<file path="src/rtl/gpio_irq_pkg.sv">
package gpio_irq_pkg;

   localparam logic [7:0] OFS_VALUE  = 8'h00;
   localparam logic [7:0] OFS_DIR    = 8'h04;
   localparam logic [7:0] OFS_ENABLE = 8'h08;
   localparam logic [7:0] OFS_STATUS = 8'h0C;
   localparam logic [7:0] OFS_PEND   = 8'h10;
   localparam logic [7:0] OFS_CLEAR  = 8'h14;
   localparam logic [7:0] OFS_EDGE   = 8'h18;
   localparam logic [7:0] OFS_POL    = 8'h1C;
   localparam logic [7:0] OFS_VER    = 8'h20;
   localparam logic [7:0] OFS_BOTH   = 8'h24;

   localparam int unsigned MIN_BOTH_VERSION = 3;

   // event for one pin: level, single edge or either edge
   function automatic logic pin_event(input logic cur, input logic prev,
                                      input logic edg, input logic pol,
                                      input logic both);
      logic rise, fall;
      rise = cur & ~prev;
      fall = ~cur & prev;
      if (!edg)      return (cur == pol);
      else if (both) return rise | fall;
      else           return pol ? rise : fall;
   endfunction

endpackage

</file>
<file path="src/rtl/gpio_sync.sv">
module gpio_sync #(
   parameter int unsigned W = 8
) (
   input  logic         clk,
   input  logic         rst_n,
   input  logic [W-1:0] async_i,
   output logic [W-1:0] sync_o
);
   logic [W-1:0] stage1_q, stage2_q;

   always_ff @(posedge clk or negedge rst_n) begin
      if (!rst_n) begin
         stage1_q <= '0;
         stage2_q <= '0;
      end else begin
         stage1_q <= async_i;
         stage2_q <= stage1_q;
      end
   end

   assign sync_o = stage2_q;
endmodule

</file>
<file path="src/rtl/gpio_evt_detect.sv">
module gpio_evt_detect
   import gpio_irq_pkg::*;
#(
   parameter int unsigned W = 8
) (
   input  logic         clk,
   input  logic         rst_n,
   input  logic [W-1:0] cur_i,
   input  logic [W-1:0] edge_sel_i,
   input  logic [W-1:0] pol_i,
   input  logic [W-1:0] both_i,
   output logic [W-1:0] evt_o
);
   logic [W-1:0] prev_q;

   always_ff @(posedge clk or negedge rst_n) begin
      if (!rst_n) prev_q <= '0;
      else        prev_q <= cur_i;
   end

   for (genvar g = 0; g < W; g++) begin : g_pin
      assign evt_o[g] = pin_event(cur_i[g], prev_q[g], edge_sel_i[g],
                                  pol_i[g], both_i[g]);
   end
endmodule

</file>
<file path="src/rtl/gpio_pend.sv">
module gpio_pend #(
   parameter int unsigned W = 8
) (
   input  logic         clk,
   input  logic         rst_n,
   input  logic [W-1:0] evt_i,
   input  logic         clr_we_i,
   input  logic [W-1:0] clr_mask_i,
   output logic [W-1:0] pend_o
);
   logic [W-1:0] pend_q;
   logic [W-1:0] clr_eff;

   assign clr_eff = clr_we_i ? clr_mask_i : '0;

   always_ff @(posedge clk or negedge rst_n) begin
      if (!rst_n) pend_q <= '0;
      else        pend_q <= (pend_q & ~clr_eff) | evt_i;
   end

   assign pend_o = pend_q;


   pend_set_chk: assert property (@(posedge clk) disable iff (!rst_n)
      (evt_i != '0) |=> ((pend_o & $past(evt_i)) == $past(evt_i)));


   pend_clr_chk: assert property (@(posedge clk) disable iff (!rst_n)
      (clr_we_i && ((clr_mask_i & ~evt_i) != '0))
      |=> ((pend_o & $past(clr_mask_i & ~evt_i)) == '0));


   pend_nospur_chk: assert property (@(posedge clk) disable iff (!rst_n)
      ((pend_o & ~$past(pend_o) & ~$past(evt_i)) == '0));
endmodule

</file>
<file path="src/rtl/gpio_irq_port.sv">
module gpio_irq_port
   import gpio_irq_pkg::*;
#(
   parameter int unsigned NPINS   = 32,
   parameter int unsigned VERSION = 3,
   parameter int unsigned ADDR_W  = 6
) (
   input  logic              clk,
   input  logic              rst_n,
   input  logic              bus_we,
   input  logic [ADDR_W-1:0] bus_addr,
   input  logic [31:0]       bus_wdata,
   output logic [31:0]       bus_rdata,
   input  logic [NPINS-1:0]  pin_in,
   output logic [NPINS-1:0]  pin_out,
   output logic [NPINS-1:0]  pin_oe,
   output logic              irq
);
   localparam bit HAS_BOTH = (VERSION >= MIN_BOTH_VERSION);

   if (NPINS < 1 || NPINS > 32) begin : g_bad_npins
      $error("gpio_irq_port: NPINS must lie in 1..32");
   end
   if (ADDR_W < 6) begin : g_bad_addr
      $error("gpio_irq_port: ADDR_W must be at least 6");
   end

   logic [NPINS-1:0] val_q, dir_q, en_q, edge_q, pol_q, both_r;
   logic [NPINS-1:0] sync_lvl, evt, pend;
   logic [NPINS-1:0] wdat;
   logic             wr_val, wr_dir, wr_en, wr_edge, wr_pol, wr_both, wr_clr;

   assign wdat    = bus_wdata[NPINS-1:0];
   assign wr_val  = bus_we && (bus_addr == OFS_VALUE[ADDR_W-1:0]);
   assign wr_dir  = bus_we && (bus_addr == OFS_DIR[ADDR_W-1:0]);
   assign wr_en   = bus_we && (bus_addr == OFS_ENABLE[ADDR_W-1:0]);
   assign wr_edge = bus_we && (bus_addr == OFS_EDGE[ADDR_W-1:0]);
   assign wr_pol  = bus_we && (bus_addr == OFS_POL[ADDR_W-1:0]);
   assign wr_both = bus_we && (bus_addr == OFS_BOTH[ADDR_W-1:0]);
   assign wr_clr  = bus_we && (bus_addr == OFS_CLEAR[ADDR_W-1:0]);

   always_ff @(posedge clk or negedge rst_n) begin
      if (!rst_n) begin
         val_q  <= '0;
         dir_q  <= '1;
         en_q   <= '0;
         edge_q <= '0;
         pol_q  <= '0;
      end else begin
         if (wr_val)  val_q  <= wdat;
         if (wr_dir)  dir_q  <= wdat;
         if (wr_en)   en_q   <= wdat;
         if (wr_edge) edge_q <= wdat;
         if (wr_pol)  pol_q  <= wdat;
      end
   end

   if (HAS_BOTH) begin : g_both
      logic [NPINS-1:0] both_q;
      always_ff @(posedge clk or negedge rst_n) begin
         if (!rst_n)       both_q <= '0;
         else if (wr_both) both_q <= wdat;
      end
      assign both_r = both_q;
   end else begin : g_no_both
      assign both_r = '0;
   end

   gpio_sync #(.W(NPINS)) u_sync (
      .clk(clk), .rst_n(rst_n), .async_i(pin_in), .sync_o(sync_lvl));

   gpio_evt_detect #(.W(NPINS)) u_detect (
      .clk(clk), .rst_n(rst_n), .cur_i(sync_lvl), .edge_sel_i(edge_q),
      .pol_i(pol_q), .both_i(both_r), .evt_o(evt));

   gpio_pend #(.W(NPINS)) u_pend (
      .clk(clk), .rst_n(rst_n), .evt_i(evt), .clr_we_i(wr_clr),
      .clr_mask_i(wdat), .pend_o(pend));

   assign pin_out = val_q;
   assign pin_oe  = ~dir_q;
   assign irq     = |(pend & en_q);

   always_comb begin
      bus_rdata = '0;
      if (bus_addr == OFS_VALUE[ADDR_W-1:0])
         bus_rdata[NPINS-1:0] = (dir_q & sync_lvl) | (~dir_q & val_q);
      else if (bus_addr == OFS_DIR[ADDR_W-1:0])
         bus_rdata[NPINS-1:0] = dir_q;
      else if (bus_addr == OFS_ENABLE[ADDR_W-1:0])
         bus_rdata[NPINS-1:0] = en_q;
      else if (bus_addr == OFS_STATUS[ADDR_W-1:0])
         bus_rdata[NPINS-1:0] = pend & en_q;
      else if (bus_addr == OFS_PEND[ADDR_W-1:0])
         bus_rdata[NPINS-1:0] = pend;
      else if (bus_addr == OFS_EDGE[ADDR_W-1:0])
         bus_rdata[NPINS-1:0] = edge_q;
      else if (bus_addr == OFS_POL[ADDR_W-1:0])
         bus_rdata[NPINS-1:0] = pol_q;
      else if (bus_addr == OFS_BOTH[ADDR_W-1:0])
         bus_rdata[NPINS-1:0] = both_r;
      else if (bus_addr == OFS_VER[ADDR_W-1:0])
         bus_rdata = VERSION;
   end


   mask_drop_chk: assert property (@(posedge clk) disable iff (!rst_n)
      (wr_en && (wdat == '0)) |=> !irq);
endmodule

</file>
<file path="config.mk">
export PLATFORM = sky130hd
export DESIGN_NAME = gpio_irq_port
export DESIGN_NICKNAME = d
export VERILOG_FILES = /design/src/rtl/gpio_irq_pkg.sv /design/src/rtl/gpio_sync.sv /design/src/rtl/gpio_evt_detect.sv /design/src/rtl/gpio_pend.sv /design/src/rtl/gpio_irq_port.sv
export SDC_FILE = /design/constraint.sdc
export NUM_CORES = 1
export LEC_CHECK = 0
export CORE_ASPECT_RATIO = 1.5
export CORE_MARGIN = 2
export CORE_UTILIZATION = 30
export CTS_CLUSTER_DIAMETER = 60
export DETAILED_ROUTE_END_ITERATION = 10
export PLACE_DENSITY_LB_ADDON = 0.08
export SLEW_MARGIN = 25
export SYNTH_ARGS = -nofsm -noshare
export SYNTH_HDL_FRONTEND = slang
export SYNTH_SLANG_ARGS = --single-unit
</file>
<file path="constraint.sdc">
create_clock -name clk -period 5.37 [get_ports clk]
set_clock_uncertainty 0.2 [all_clocks]
set_input_delay 1.611 -clock clk [delete_from_list [all_inputs] [get_ports clk]]
set_output_delay 1.611 -clock clk [all_outputs]
set_load 0.05 [all_outputs]
</file>
# Yosys cells after proc, flatten, opt, wreduce, memory -nomap -nowiden

Cells that the tools add are included.

Word-level logic and storage cells: 334
Flip-flop bits (word level): 320

Reduce and logical (&&, ||, !) cells: 9
Mux-type cells: 106
Equality and inequality tests: 41
Bitwise logic cells: 168

Operators by type and width:

| cell                                                                   | count |
|---|---|
| 32-bit 2-to-1 mux                                                      | 9 |
| 32-bit bitwise AND                                                     | 4 |
| 1-bit 2-to-1 mux                                                       | 96 |
| 1-bit bitwise AND                                                      | 64 |
| 1-bit NOT                                                              | 64 |
| 32-bit NOT                                                             | 2 |
| 32-bit bitwise OR                                                      | 2 |
| 1-bit equality test                                                    | 32 |
| 1-bit bitwise OR                                                       | 32 |
| 32-bit OR reduction                                                    | 1 |
| 6-bit by 5-bit equality test with 1-bit output (second input constant) | 4 |
| 6-bit by 4-bit equality test with 1-bit output (second input constant) | 2 |
| 6-bit equality test (second input constant)                            | 2 |
| 1-bit logical AND                                                      | 7 |
| 6-bit by 3-bit equality test with 1-bit output (second input constant) | 1 |
| 6-bit zero test                                                        | 1 |
| 2-bit 2-to-1 mux                                                       | 1 |

# Logic depth before layout (Yosys ltp)

Depth in word-level cells: 10
Gate-level depth with buffers: 7
Depth with buffers taken out: 5

# By module

From an unflattened synthesis, not the netlist that was laid out.

Cells, all modules: 1,359
Area total of the unflattened synthesis: 16,224.3 µm²

Modules (own cells, without submodules):

| module          | sequential area each (µm²) | area an instance (µm²) | instances | cells an instance |
|---|---|---|---|---|
| gpio_irq_port   | 4,844.6                    | 10,144.7               | 1         | 876 |
| gpio_evt_detect | 800.8                      | 3,283.1                | 1         | 320 |
| gpio_sync       | 1,601.5                    | 1,601.5                | 1         | 64 |
| gpio_pend       | 800.8                      | 1,194.9                | 1         | 99 |

# Worst setup path before layout

No wires, ideal clock.

Path type: input port to output port
From: input port bus_addr[0]
To: output port bus_rdata[11]
Arrival: 3.765 ns
Path buffers: 3
Required time: 3.559 ns
Stages on the path: 7
Setup slack: -0.206 ns
Path through: buf_2 -> or3b_4 -> buf_6 -> nor3_4 -> buf_6 -> a221oi_1 -> a31oi_1

Cells in the longest elaborated chain, start to end: 9
Elaborated cells between the ends (all ways): 16

Ends and longest elaborated chain:

| item                  | line                 | RTL |
|---|---|---|
| start, declared       | gpio_irq_port.sv:11  | `input logic [ADDR_W-1:0] bus_addr,` |
| 6-bit equality test   | gpio_irq_port.sv:100 | `else if (bus_addr == OFS_BOTH[ADDR_W-1:0])` |
| 32-bit 2-to-1 mux     | gpio_irq_port.sv:100 |  |
| 32-bit 2-to-1 mux     | gpio_irq_port.sv:98  | `else if (bus_addr == OFS_POL[ADDR_W-1:0])` |
| 32-bit 2-to-1 mux     | gpio_irq_port.sv:96  | `else if (bus_addr == OFS_EDGE[ADDR_W-1:0])` |
| 32-bit 2-to-1 mux     | gpio_irq_port.sv:94  | `else if (bus_addr == OFS_PEND[ADDR_W-1:0])` |
| 32-bit 2-to-1 mux     | gpio_irq_port.sv:92  | `else if (bus_addr == OFS_STATUS[ADDR_W-1:0])` |
| 32-bit 2-to-1 mux     | gpio_irq_port.sv:90  | `else if (bus_addr == OFS_ENABLE[ADDR_W-1:0])` |
| 32-bit 2-to-1 mux     | gpio_irq_port.sv:88  | `else if (bus_addr == OFS_DIR[ADDR_W-1:0])` |
| 32-bit 2-to-1 mux (*) | gpio_irq_port.sv:86  | `if (bus_addr == OFS_VALUE[ADDR_W-1:0])` |
| end, declared         | gpio_irq_port.sv:13  | `output logic [31:0] bus_rdata,` |

Every way passes the cells marked *; elsewhere a longest branch is shown, timed or not.

# Worst setup path after layout

From: input port bus_addr[3]
To: output port bus_rdata[2]

The elaborated chain is that of the path after synthesis.

==> flow_summary_export.csv <==
group,metric,value,unit
run_status,status,"finished clean",
synthesis,netlist.area_leader.share,47.5,%
placement,place_hpwl,33.6,mm
routing,vias,11600,
placement,portBuffers,169,
synthesis,synth_seq_cells,320,
routing,detail-route-antenna-nets,0,
layout,fillers,5011,
placement,globalplace.congestion,0.794,
critical_path,cp_slowest_cell,"or3b_4",
synthesis,avgSynthCellArea,11.1,sq um
sta,slew_viol_final,0,
grt,grt_max_degree,96,
power,peakVddDrop,0.000234,V
grt,grt_pass1_wl,76.6,mm
clock_tree,cts_tree,"yes",
synthesis,synthFlopType,"dfrtp_1",
critical_path,path_common_cell,"buf_12",
layout,final_layout_size_suffix_gt1_share,23.8,%
synthesis,yosysWarnings,0,
clock_tree,numCtsBuffers,38,
power,p_leak,8.72,nW
grt,grt_usage,19.1,%
critical_path,max_stage_delay,0.45,ns
floorplan,fp.dieH,280,um
critical_path,crit_arrival,3.46,ns
sta,post-route-min-period,5.27,ns
critical_path,cp-end-kind,"primary output",
critical_path,crit_type,"in2out",
critical_path,worstPathRequired,3.56,ns
grt,grt_pass1_vias,12400,
min_path,hold_class,"reg2reg",
routing,routedWlPerCell,21.7,um
sta,finalHoldViolCount,0,
layout,multi_input_area,6590,sq um
synthesis,ys_types,55,
synthesis,synthCells,1366,
floorplan,die_width,188,um
placement,postPlaceCellArea,18800,sq um
synthesis,yosysTopAreaCell,"dfrtp_1",
floorplan,start_util,30.2,%
layout,syn2layout_area_growth,34.3,%
sta,timing.hold.ws,0.140,ns
routing,wl,49.9,mm
synthesis,async_reset_ff_share,100,%
sta,setup_violations,0,
floorplan,core_area,50300,sq um
floorplan,ios,170,
routing,vias_per_cell,5.05,
sta,fmax,190,MHz
layout,seq_area,8050,sq um
clock_tree,postCtsHoldBufs,0,
critical_path,crit_family,"buffers and inverters",
clock_tree,clkLatencyLatePin,0.54,ns
clock_tree,cts_sinks,320,
sta,tightest_slew,0.817,ns
layout,postLayoutCellArea,20400,sq um
sta,relSlewSlack,45.5,%
layout,fin_nets,1730,
clock_tree,clk_pin_slew,0.06,ns
power,pwr_density_cell,333,nW/um^2
critical_path,crit_fanout,12,
floorplan,rows,101,
synthesis,synth.cell_area,15200,sq um
routing,drt_iter0_drc,563,
synthesis,synth-edff-count,0,
clock_tree,cts-root-buf,"clkbuf_16",
synthesis,seq_area_frac_synth,53.0,%
floorplan,die_area,52500,sq um
critical_path,cp-start-kind,"input port",
critical_path,worst-path-buf-inv,4,
grt,overflow,0,
routing,drt-pass1-iter-count,5,
sta,fin_crit_sh,98.2,%
synthesis,syn_nets,1503,
routing,drc_errors,0,
job,cap_violations,0,
clock_tree,ctsHtreeMaxLevel,2,
clock_tree,ctsLongestPathBuffers,3,
critical_path,path_cells,"clkdlybuf4s15_1, or3b_4, nor3_4, buf_6, buf_12, a221oi_1, a31oi_2, buf_12",
grt,antenna_found_initial,3,
synthesis,netlist_top_cells_area,"dfrtp_1 (47%), mux2_2 (7.4%), dfstp_2 (5.5%)",
sta,rsz0062_at_grt,"false",
-- final timing paths --
path	from	endpoint	slack (ns)	cells after the start
max in group asynchronous	rst_n	dir_q[27]$_DFFE_PN1P_	2.94	2
min in group asynchronous	rst_n	u_pend.pend_o[28]$_DFF_PN0_	0.92	1
min	u_sync.stage1_q[15]$_DFF_PN0_	u_sync.sync_o[15]$_DFF_PN0_	0.14	0
min reg2reg	u_sync.stage1_q[15]$_DFF_PN0_	u_sync.sync_o[15]$_DFF_PN0_	0.14	0
max reg2reg	u_sync.sync_o[13]$_DFF_PN0_	u_pend.pend_o[13]$_DFF_PN0_	3.76	5
max	bus_addr[3]	bus_rdata[2]	0.1	8
-- synthesized netlist by cell type, types with 32 or more instances --
cell type    n
dfrtp_1    288
nand2_1    133
o21ai_0    130
inv_1      129
mux2_2     100
a31oi_1     89
o211ai_1    67
ha_1        64
clkbuf_1    48
a221oi_1    35
dfstp_2     32
xor2_1      32
-- routing by layer --
layer | global-route usage, % | up-vias | wire length (um)
li1 | - | 5421 | -
met1 | 24.2 | 5856 | 21700
met2 | 33.5 | 245 | 24900
met3 | 2.89 | 75 | 1900
met4 | 5.86 | 2 | 1330
met5 | 0 | - | 12
-- cell usage in the layout, fill, tap and decap left out, drive strengths merged, types with 3 or more instances in the layout --
cell and n:
bufinv 5, nand2 133, nor4 3, nand4 4, dfstp 32, buf 127, xor2 32, a22o 6
nor3 7, o211a 3, clkdlybuf4s50 130, mux2i 3, nand3 9, ha 64, a22oi 30, a31oi 89
mux2 127, o211ai 67, diode 3, o2111ai 27, a21oi 7, clkbuf 62, or3b 3, nor2 4
clkinv 7, inv 130, o21ai 130, a221oi 35, dfrtp 288, nand3b 31
-- worst reg2reg max path, stage by stage, from the launching register on --
cell and delay [ns]:
dfrtp_1 0.45, inv_1 0.10, ha_1 0.20, mux2_2 0.25, o211ai_1 0.16, o211ai_1 0.12
-- logic make-up (layout without fill, tap and decap cells) --
group,count (synthesis),in the layout,synth area share [%]
simple gates,205,205,6.75
buf+inv,208,465,5.64
xor+xnor,32,32,1.85
other cells,0,3,0
compound gates,407,407,17.9
mux,130,130,9.62
flops,320,320,53.0
fa+ha+maj,64,64,5.27
-- timing repair --
action / CTS / global route
endpoints found under the setup margin: 32 / 29
hold endpoints to repair: 0 / 0
gates cloned: 1 / 1
gates resized for setup: 22 / 16
pin swaps: 7 / 4
setup buffers: 6 / 2
-- area by class of cell --
type / instances / share of cell area, %
Tap cell: 669 / 4.11
Clock inverter: 13 / 1.06
Sequential cell: 320 / 39.5
Inverter: 130 / 2.39
Clock buffer: 57 / 5.56
Timing Repair Buffer: 265 / 15.1
Multi-Input combinational cell: 838 / 32.3
Antenna cell: 3 / 0.0368
-- per-stage QoR --
stage	power (W)	worst slack (ns)	utilization, %	setup TNS, ns	cells
final	0.00678	0.0989	40.5	0	2295
after floorplan	0.00353	0.0690	-	0	1366
after global placement	0.00404	-0.428	37.3	-9.56	2212
after detailed placement	0.00406	-0.380	37.3	-8.82	2212
after global routing	0.00709	0.00521	40.5	0	2294
after CTS	0.00688	0.0160	40.4	0	2289
-- report_power, final --
part | switching [W] | internal, W | total (W)
clock | 0.00107 | 0.00171 | 0.00277
sequential | 0.000217 | 0.00266 | 0.00288
combinational | 0.000660 | 0.000466 | 0.00113
-- registers in the layout (all words and copies together) (netlist names) --
| signal | cells |
|---|---|
| both_r | 32 |
| dir_q | 32 |
| edge_q | 32 |
| en_q | 32 |
| pin_out | 32 |
| pol_q | 32 |
| u_detect.prev_q | 32 |
| u_pend.pend_o | 32 |
| u_sync.stage1_q | 32 |
| u_sync.sync_o | 32 |
(Power assumes the default switching activity.)
